## src/rtl/circ_dag_pkg.sv

```systemverilog
package circ_dag_pkg;
  localparam int DagAddrW  = 14;
  localparam int DagNumReg = 4;
  localparam int DagSelW   = $clog2(DagNumReg);

  typedef enum logic [1:0] {
    KIND_INDEX  = 2'b00,
    KIND_MODIFY = 2'b01,
    KIND_LENGTH = 2'b10,
    KIND_NONE   = 2'b11
  } regKind_e;

  // strobes from control to datapath
  typedef struct packed {
    logic [DagNumReg-1:0] idxLoad;
    logic [DagNumReg-1:0] modLoad;
    logic [DagNumReg-1:0] lenLoad;
    logic [DagNumReg-1:0] ptrStep;
    logic [DagSelW-1:0]   ptrPick;
    logic [DagSelW-1:0]   modPick;
  } dagStrobe_t;
endpackage

```

## src/rtl/dag_ctrl.sv

```systemverilog
module dag_ctrl
  import circ_dag_pkg::*;
#(
  parameter int NUM_REG = DagNumReg,
  parameter int SEL_W   = DagSelW
) (
  input  logic             wrEn,
  input  logic [1:0]       wrKind,
  input  logic [SEL_W-1:0] wrSel,
  input  logic             accEn,
  input  logic [SEL_W-1:0] accPtrSel,
  input  logic [SEL_W-1:0] accModSel,
  output dagStrobe_t       strb
);
  for (genvar gi = 0; gi < NUM_REG; gi++) begin : g_dec
    logic hitWr;
    assign hitWr = wrEn && (wrSel == SEL_W'(gi));
    assign strb.idxLoad[gi] = hitWr && (wrKind == KIND_INDEX);
    assign strb.modLoad[gi] = hitWr && (wrKind == KIND_MODIFY);
    assign strb.lenLoad[gi] = hitWr && (wrKind == KIND_LENGTH);
    // a pointer write in the same cycle suppresses the step
    assign strb.ptrStep[gi] = accEn && (accPtrSel == SEL_W'(gi)) && !strb.idxLoad[gi];
  end

  assign strb.ptrPick = accPtrSel;
  assign strb.modPick = accModSel;
endmodule

```

## src/rtl/dag_datapath.sv

```systemverilog
module dag_datapath
  import circ_dag_pkg::*;
#(
  parameter int ADDR_W  = DagAddrW,
  parameter int NUM_REG = DagNumReg,
  parameter int SEL_W   = DagSelW
) (
  input  logic              clk,
  input  logic              rstN,
  input  dagStrobe_t        strb,
  input  logic [ADDR_W-1:0] wrData,
  input  logic [1:0]        rdKind,
  input  logic [SEL_W-1:0]  rdSel,
  input  logic              bitRevEn,
  output logic [ADDR_W-1:0] rdData,
  output logic [ADDR_W-1:0] addrOut
);
  localparam int EXT_W = ADDR_W + 2;

  logic [ADDR_W-1:0] idxReg    [NUM_REG];
  logic [ADDR_W-1:0] modReg    [NUM_REG];
  logic [ADDR_W-1:0] lenReg    [NUM_REG];
  logic [ADDR_W-1:0] anchorReg [NUM_REG];

  // all-ones mask of width ceil(log2(len))
  function automatic logic [ADDR_W-1:0] spanMask(input logic [ADDR_W-1:0] len);
    logic [ADDR_W-1:0] m;
    m = len - 1'b1;
    for (int s = 1; s < ADDR_W; s = s * 2) m = m | (m >> s);
    return m;
  endfunction

  logic [ADDR_W-1:0]       selPtr, selMod, selLen, selAnchor, selMask, stepNext;
  logic signed [EXT_W-1:0] stepSum, winLo, winHi, fixSum;

  // single shared stepper: only one pointer moves per cycle
  always_comb begin
    selPtr    = idxReg[strb.ptrPick];
    selMod    = modReg[strb.modPick];
    selLen    = lenReg[strb.ptrPick];
    selAnchor = anchorReg[strb.ptrPick];
    selMask   = spanMask(selLen);
    stepSum   = $signed({2'b00, selPtr}) + $signed({{2{selMod[ADDR_W-1]}}, selMod});
    winLo     = $signed({2'b00, selAnchor & ~selMask});
    winHi     = winLo + $signed({2'b00, selLen});
    if (selLen == '0)        fixSum = stepSum;
    else if (stepSum < winLo) fixSum = stepSum + $signed({2'b00, selLen});
    else if (stepSum >= winHi) fixSum = stepSum - $signed({2'b00, selLen});
    else                     fixSum = stepSum;
    stepNext = fixSum[ADDR_W-1:0];
  end

  always_ff @(posedge clk or negedge rstN) begin
    if (!rstN) begin
      for (int i = 0; i < NUM_REG; i++) begin
        idxReg[i]    <= '0;
        modReg[i]    <= '0;
        lenReg[i]    <= '0;
        anchorReg[i] <= '0;
      end
    end else begin
      for (int i = 0; i < NUM_REG; i++) begin
        if (strb.idxLoad[i]) begin
          idxReg[i]    <= wrData;
          anchorReg[i] <= wrData;
        end else if (strb.ptrStep[i]) begin
          idxReg[i] <= stepNext;
        end
        if (strb.modLoad[i]) modReg[i] <= wrData;
        if (strb.lenLoad[i]) lenReg[i] <= wrData;
      end
    end
  end

  logic [ADDR_W-1:0] revPtr;
  for (genvar gb = 0; gb < ADDR_W; gb++) begin : g_rev
    assign revPtr[gb] = selPtr[ADDR_W-1-gb];
  end
  assign addrOut = bitRevEn ? revPtr : selPtr;

  always_comb begin
    case (rdKind)
      KIND_INDEX:  rdData = idxReg[rdSel];
      KIND_MODIFY: rdData = modReg[rdSel];
      KIND_LENGTH: rdData = lenReg[rdSel];
      default:     rdData = '0;
    endcase
  end

  // ---------------- checks ----------------
  logic [NUM_REG-1:0] inWin;
  always_comb begin
    for (int i = 0; i < NUM_REG; i++) begin
      logic [EXT_W-1:0] lo;
      lo = {2'b00, anchorReg[i] & ~spanMask(lenReg[i])};
      inWin[i] = ({2'b00, idxReg[i]} >= lo) && ({2'b00, idxReg[i]} < lo + {2'b00, lenReg[i]});
    end
  end

  logic [ADDR_W-1:0] modMag;
  assign modMag = selMod[ADDR_W-1] ? (~selMod + 1'b1) : selMod;


  step_bound_chk: assert property (@(posedge clk) disable iff (!rstN)
    ((|strb.ptrStep) && selLen != '0) |-> (modMag <= selLen && inWin[strb.ptrPick]));

  for (genvar gp = 0; gp < NUM_REG; gp++) begin : g_chk

    linear_step_chk: assert property (@(posedge clk) disable iff (!rstN)
      (strb.ptrStep[gp] && lenReg[gp] == '0) |=>
        idxReg[gp] == $past(idxReg[gp] + modReg[strb.modPick]));

    circ_range_chk: assert property (@(posedge clk) disable iff (!rstN)
      (strb.ptrStep[gp] && lenReg[gp] != '0 && inWin[gp] && !strb.lenLoad[gp]) |=> inWin[gp]);

    idle_ptr_chk: assert property (@(posedge clk) disable iff (!rstN)
      (!strb.ptrStep[gp] && !strb.idxLoad[gp]) |=> $stable(idxReg[gp]));

    mod_hold_chk: assert property (@(posedge clk) disable iff (!rstN)
      !strb.modLoad[gp] |=> $stable(modReg[gp]));

    write_wins_chk: assert property (@(posedge clk) disable iff (!rstN)
      strb.idxLoad[gp] |=> idxReg[gp] == $past(wrData));
  end
endmodule

```

## src/rtl/circ_addr_gen.sv

```systemverilog
module circ_addr_gen
  import circ_dag_pkg::*;
#(
  parameter int ADDR_W  = DagAddrW,
  parameter int NUM_REG = DagNumReg,
  localparam int SEL_W  = $clog2(NUM_REG)
) (
  input  logic              clk,
  input  logic              rstN,
  input  logic              wrEn,
  input  logic [1:0]        wrKind,
  input  logic [SEL_W-1:0]  wrSel,
  input  logic [ADDR_W-1:0] wrData,
  input  logic [1:0]        rdKind,
  input  logic [SEL_W-1:0]  rdSel,
  output logic [ADDR_W-1:0] rdData,
  input  logic              accEn,
  input  logic [SEL_W-1:0]  accPtrSel,
  input  logic [SEL_W-1:0]  accModSel,
  input  logic              bitRevEn,
  output logic [ADDR_W-1:0] addrOut,
  output logic              addrValid
);
  dagStrobe_t strb;

  dag_ctrl #(.NUM_REG(NUM_REG), .SEL_W(SEL_W)) u_ctrl (
    .wrEn(wrEn), .wrKind(wrKind), .wrSel(wrSel), .accEn(accEn),
    .accPtrSel(accPtrSel), .accModSel(accModSel), .strb(strb)
  );

  dag_datapath #(.ADDR_W(ADDR_W), .NUM_REG(NUM_REG), .SEL_W(SEL_W)) u_dp (
    .clk(clk), .rstN(rstN), .strb(strb), .wrData(wrData), .rdKind(rdKind),
    .rdSel(rdSel), .bitRevEn(bitRevEn), .rdData(rdData), .addrOut(addrOut)
  );

  assign addrValid = accEn;
endmodule

```

## config.mk

```make
export PLATFORM = sky130hd
export DESIGN_NAME = circ_addr_gen
export DESIGN_NICKNAME = d
export VERILOG_FILES = /design/src/rtl/circ_dag_pkg.sv /design/src/rtl/dag_ctrl.sv /design/src/rtl/dag_datapath.sv /design/src/rtl/circ_addr_gen.sv
export SDC_FILE = /design/constraint.sdc
export NUM_CORES = 1
export LEC_CHECK = 0
export BUFFER_PORTS_ARGS = -buffer_cell sky130_fd_sc_hd__buf_2
export CAP_MARGIN = 20
export CORE_ASPECT_RATIO = 1.5
export CORE_MARGIN = 4
export CORE_UTILIZATION = 62
export CTS_CLUSTER_DIAMETER = 40
export CTS_CLUSTER_SIZE = 14
export DETAILED_ROUTE_END_ITERATION = 8
export HOLD_SLACK_MARGIN = 0.03
export PLACE_DENSITY_LB_ADDON = 0.2
export SKIP_CTS_REPAIR_TIMING = 1
export SYNTH_ARGS = -nofsm -noshare
export SYNTH_HDL_FRONTEND = slang
export SYNTH_SLANG_ARGS = --single-unit
```

## constraint.sdc

```tcl
create_clock -name clk -period 17.5 [get_ports clk]
set_input_delay 2.625 -clock clk [delete_from_list [all_inputs] [get_ports clk]]
set_output_delay 2.625 -clock clk [all_outputs]
set_load 0.05 [all_outputs]
```

==> flow_summary.ini <==
[clock_tree]
clk_pin_slew_ns = 0.06
clock-sinks = 224
htree_levels = 1
clk_latency_ns = 0.54
cts_tree = done
cts_made_buffers = 24
cts_root_buf = clkbuf_16
cts_max_path_buffers = 3

[final_layout]
syn2layout_area_growth_pct = 7.91
drive_above_1_share_pct = 25.0
instances_no_fill = 1839
design_area_sq_mm = 0.0168
multi_input_area_sq_mm = 0.00935
utilization_pct = 68.4
seqCellArea_sq_mm = 0.00561
final_nets = 1623
n_antenna_cell = 0
fill_cells = 1850

[synthesis]
yosysUniqueCellTypes = 75
syn-num-nets = 1615
synth_top_flop_cell = dfrtp_1
synthArstFlopShare_pct = 100
avgSynthCellArea_sq_um = 10.4
syn-cell-area_sq_mm = 0.0156
ys_warn_count = 0
ys_seq_area_share_pct = 35.9
synth-seq-cells = 224
synth-edff-count = 0
syn_inst = 1495

[route]
totalWireLength_um = 48400
dr.pass1.iters = 7
drc = 0
viasPerCell = 6.95
wl_per_cell_um = 26.3
ant_nets = 0
drt-initial-drc-count = 1345
route.vias.total = 12775

[timing]
worst_pin_slew_ns = 1.22
skew_ns = 0.0207
setup_ws_ns = 6.69
rsz0062_at_grt = no
setup_viol = 0
fmax_mhz = 92.5
hold_viol = 0
slew_headroom_pct = 18.6
finalCritPeriodShare_pct = 61.8
drv_slew = 0
period_minus_slack_ns = 10.81
tns_ns = 0

[floorplan]
start_util_pct = 63.4
rows = 70
coreArea_sq_mm = 0.0246
fp.dieH_um = 202
fp.dieW_um = 138
pin_count = 60
die_area_sq_mm = 0.0278

[place]
post-place-ws_ns = 6.32
portBuffers = 59
gp_congestion = 1.03
placed_area_sq_mm = 0.0161
hpwl_um = 34800
dp_cells = 1801

[grt]
grt_max_degree = 91
gr-total-overflow = 0
antenna_found_initial = 0
grt_pass1_wl_um = 74500
grt_pass1_vias = 13131
grt_usage_pct = 35.3

[critical_path]
end_kind = register
worstPathRequired_ns = 17.88
cp_slowest_stage_delay_ns = 0.60
cp_slowest_cell = a211oi_4
cp_common_cell = a21oi_1
critPathKind = input pin to register
worst_r2r_path_depth = 33
start_kind = input pin
path_max_fanout = 33
worst-path-buf-inv = 4
arrival_ns = 11.19
critPathTopFamily = compound AO/OA/AOI/OAI gates
cp_num_cells = 35

[hold_path]
hold_path_depth = 2
holdCritPathClass = register to register

[power_and_ir_drop]
powerDensity_mw_per_mm2 = 196
p_leak_nw = 7.60
irDropWorstVdd_mv = 0.135

[run]
cap_violations = 0

[outcome]
status = finished, final reports clean
-- through the flow --
stage	total power, W	hold slack [ns]
after floorplan	0.00217	0.440
final	0.00329	0.476
after global placement	0.00269	0.454
after global routing	0.00347	0.493
after detailed placement	0.00273	0.458
after CTS	0.00324	0.475
-- routing by layer --
metal | track usage [%] | share of wire [%] | vias up
met4 | 19.7 | 6.6 | 0
met2 | 57.5 | 49 | 777
met3 | 6.30 | 9.5 | 215
met5 | 0 | 0 | -
li1 | - | - | 5508
met1 | 44.0 | 35 | 6275
-- synthesized netlist by cell type (11+ instances only) --
cell type,count,area (sq um)
nand3_1,64,320
inv_1,77,289
a21o_1,19,143
mux2i_1,25,250
o211ai_2,11,138
o22ai_1,14,87.6
mux4_2,91,2050
nor3_1,20,100
a21oi_1,53,265
nand2_1,208,781
o21bai_1,16,120
buf_1,12,45.0
or3_1,11,68.8
o211ai_1,56,420
dfrtp_1,224,5610
nand2b_1,15,93.8
clkbuf_1,72,270
and2_1,11,68.8
mux2_2,131,1480
a31oi_1,13,81.3
o21ai_0,42,210
nor2_1,63,236
ha_1,85,1060
xnor2_1,27,236
-- placed cells by master, fill, tap and decap left out, types with 14 or more instances in the layout --
| master | instances |
|---|---|
| a21o_1 | 19 |
| a21oi_1 | 53 |
| buf_2 | 57 |
| buf_4 | 17 |
| clkbuf_16 | 25 |
| dfrtp_1 | 224 |
| ha_1 | 85 |
| inv_1 | 77 |
| mux2_2 | 131 |
| mux2i_1 | 25 |
| mux4_2 | 91 |
| nand2_1 | 208 |
| nand2b_1 | 15 |
| nand3_1 | 64 |
| nor2_1 | 55 |
| nor3_1 | 19 |
| o211ai_1 | 56 |
| o21ai_0 | 42 |
| o21bai_1 | 16 |
| o22ai_1 | 14 |
| xnor2_1 | 27 |
-- flip-flops by register name (all words and copies together), names as in the netlist --
| register | count |
|---|---|
| u_dp.lenReg | 56 |
| u_dp.idxReg | 56 |
| u_dp.anchorReg | 56 |
| u_dp.modReg | 56 |
-- cells by family after synthesis --
group	Yosys count	synth area share (%)
AND/OR/NAND/NOR	454	13.8
XOR/XNOR	34	1.91
adder cells (fa/ha/maj)	89	7.33
buffers and inverters	170	4.31
flip-flops	224	35.9
AO/OA/AOI/OAI	277	12.5
multiplexers	247	24.2
-- worst paths after layout --
| path | startpoint | slack (ns) | to |
|---|---|---|---|
| worst max register to register | u_dp.lenReg[1] | 9.37 | u_dp.idxReg[38] |
| worst min-delay path | u_dp.anchorReg[16] | 0.48 | u_dp.anchorReg[16] |
| max in group asynchronous | rstN | 13.22 | u_dp.anchorReg[53] |
| worst max-delay path | accPtrSel[1] | 6.69 | u_dp.idxReg[38] |
| worst min register to register | u_dp.anchorReg[16] | 0.48 | u_dp.anchorReg[16] |
| min in group asynchronous | rstN | 2.11 | u_dp.modReg[28] |
-- final cells by class --
cell class	count	share of cell area, %
Clock inverter	10	0.669
Clock buffer	28	3.84
Timing Repair Buffer	75	2.54
Sequential cell	224	33.3
Multi-Input combinational cell	1101	55.5
Inverter	77	1.72
Tap cell	324	2.41
-- worst min-delay path, delay by kind of cell (launching register included) --
kind	cells	cell delay, ns
AND/OR/NAND/NOR	2	0.10
flip-flops	1	0.34
-- power breakdown --
part           internal, W  switching (W)
registers         0.000667       0.000109
logic             0.000767        0.00125
clock network     0.000282       0.000217
total              0.00172        0.00158
Note: power is estimated with default switching activity, not from simulation.
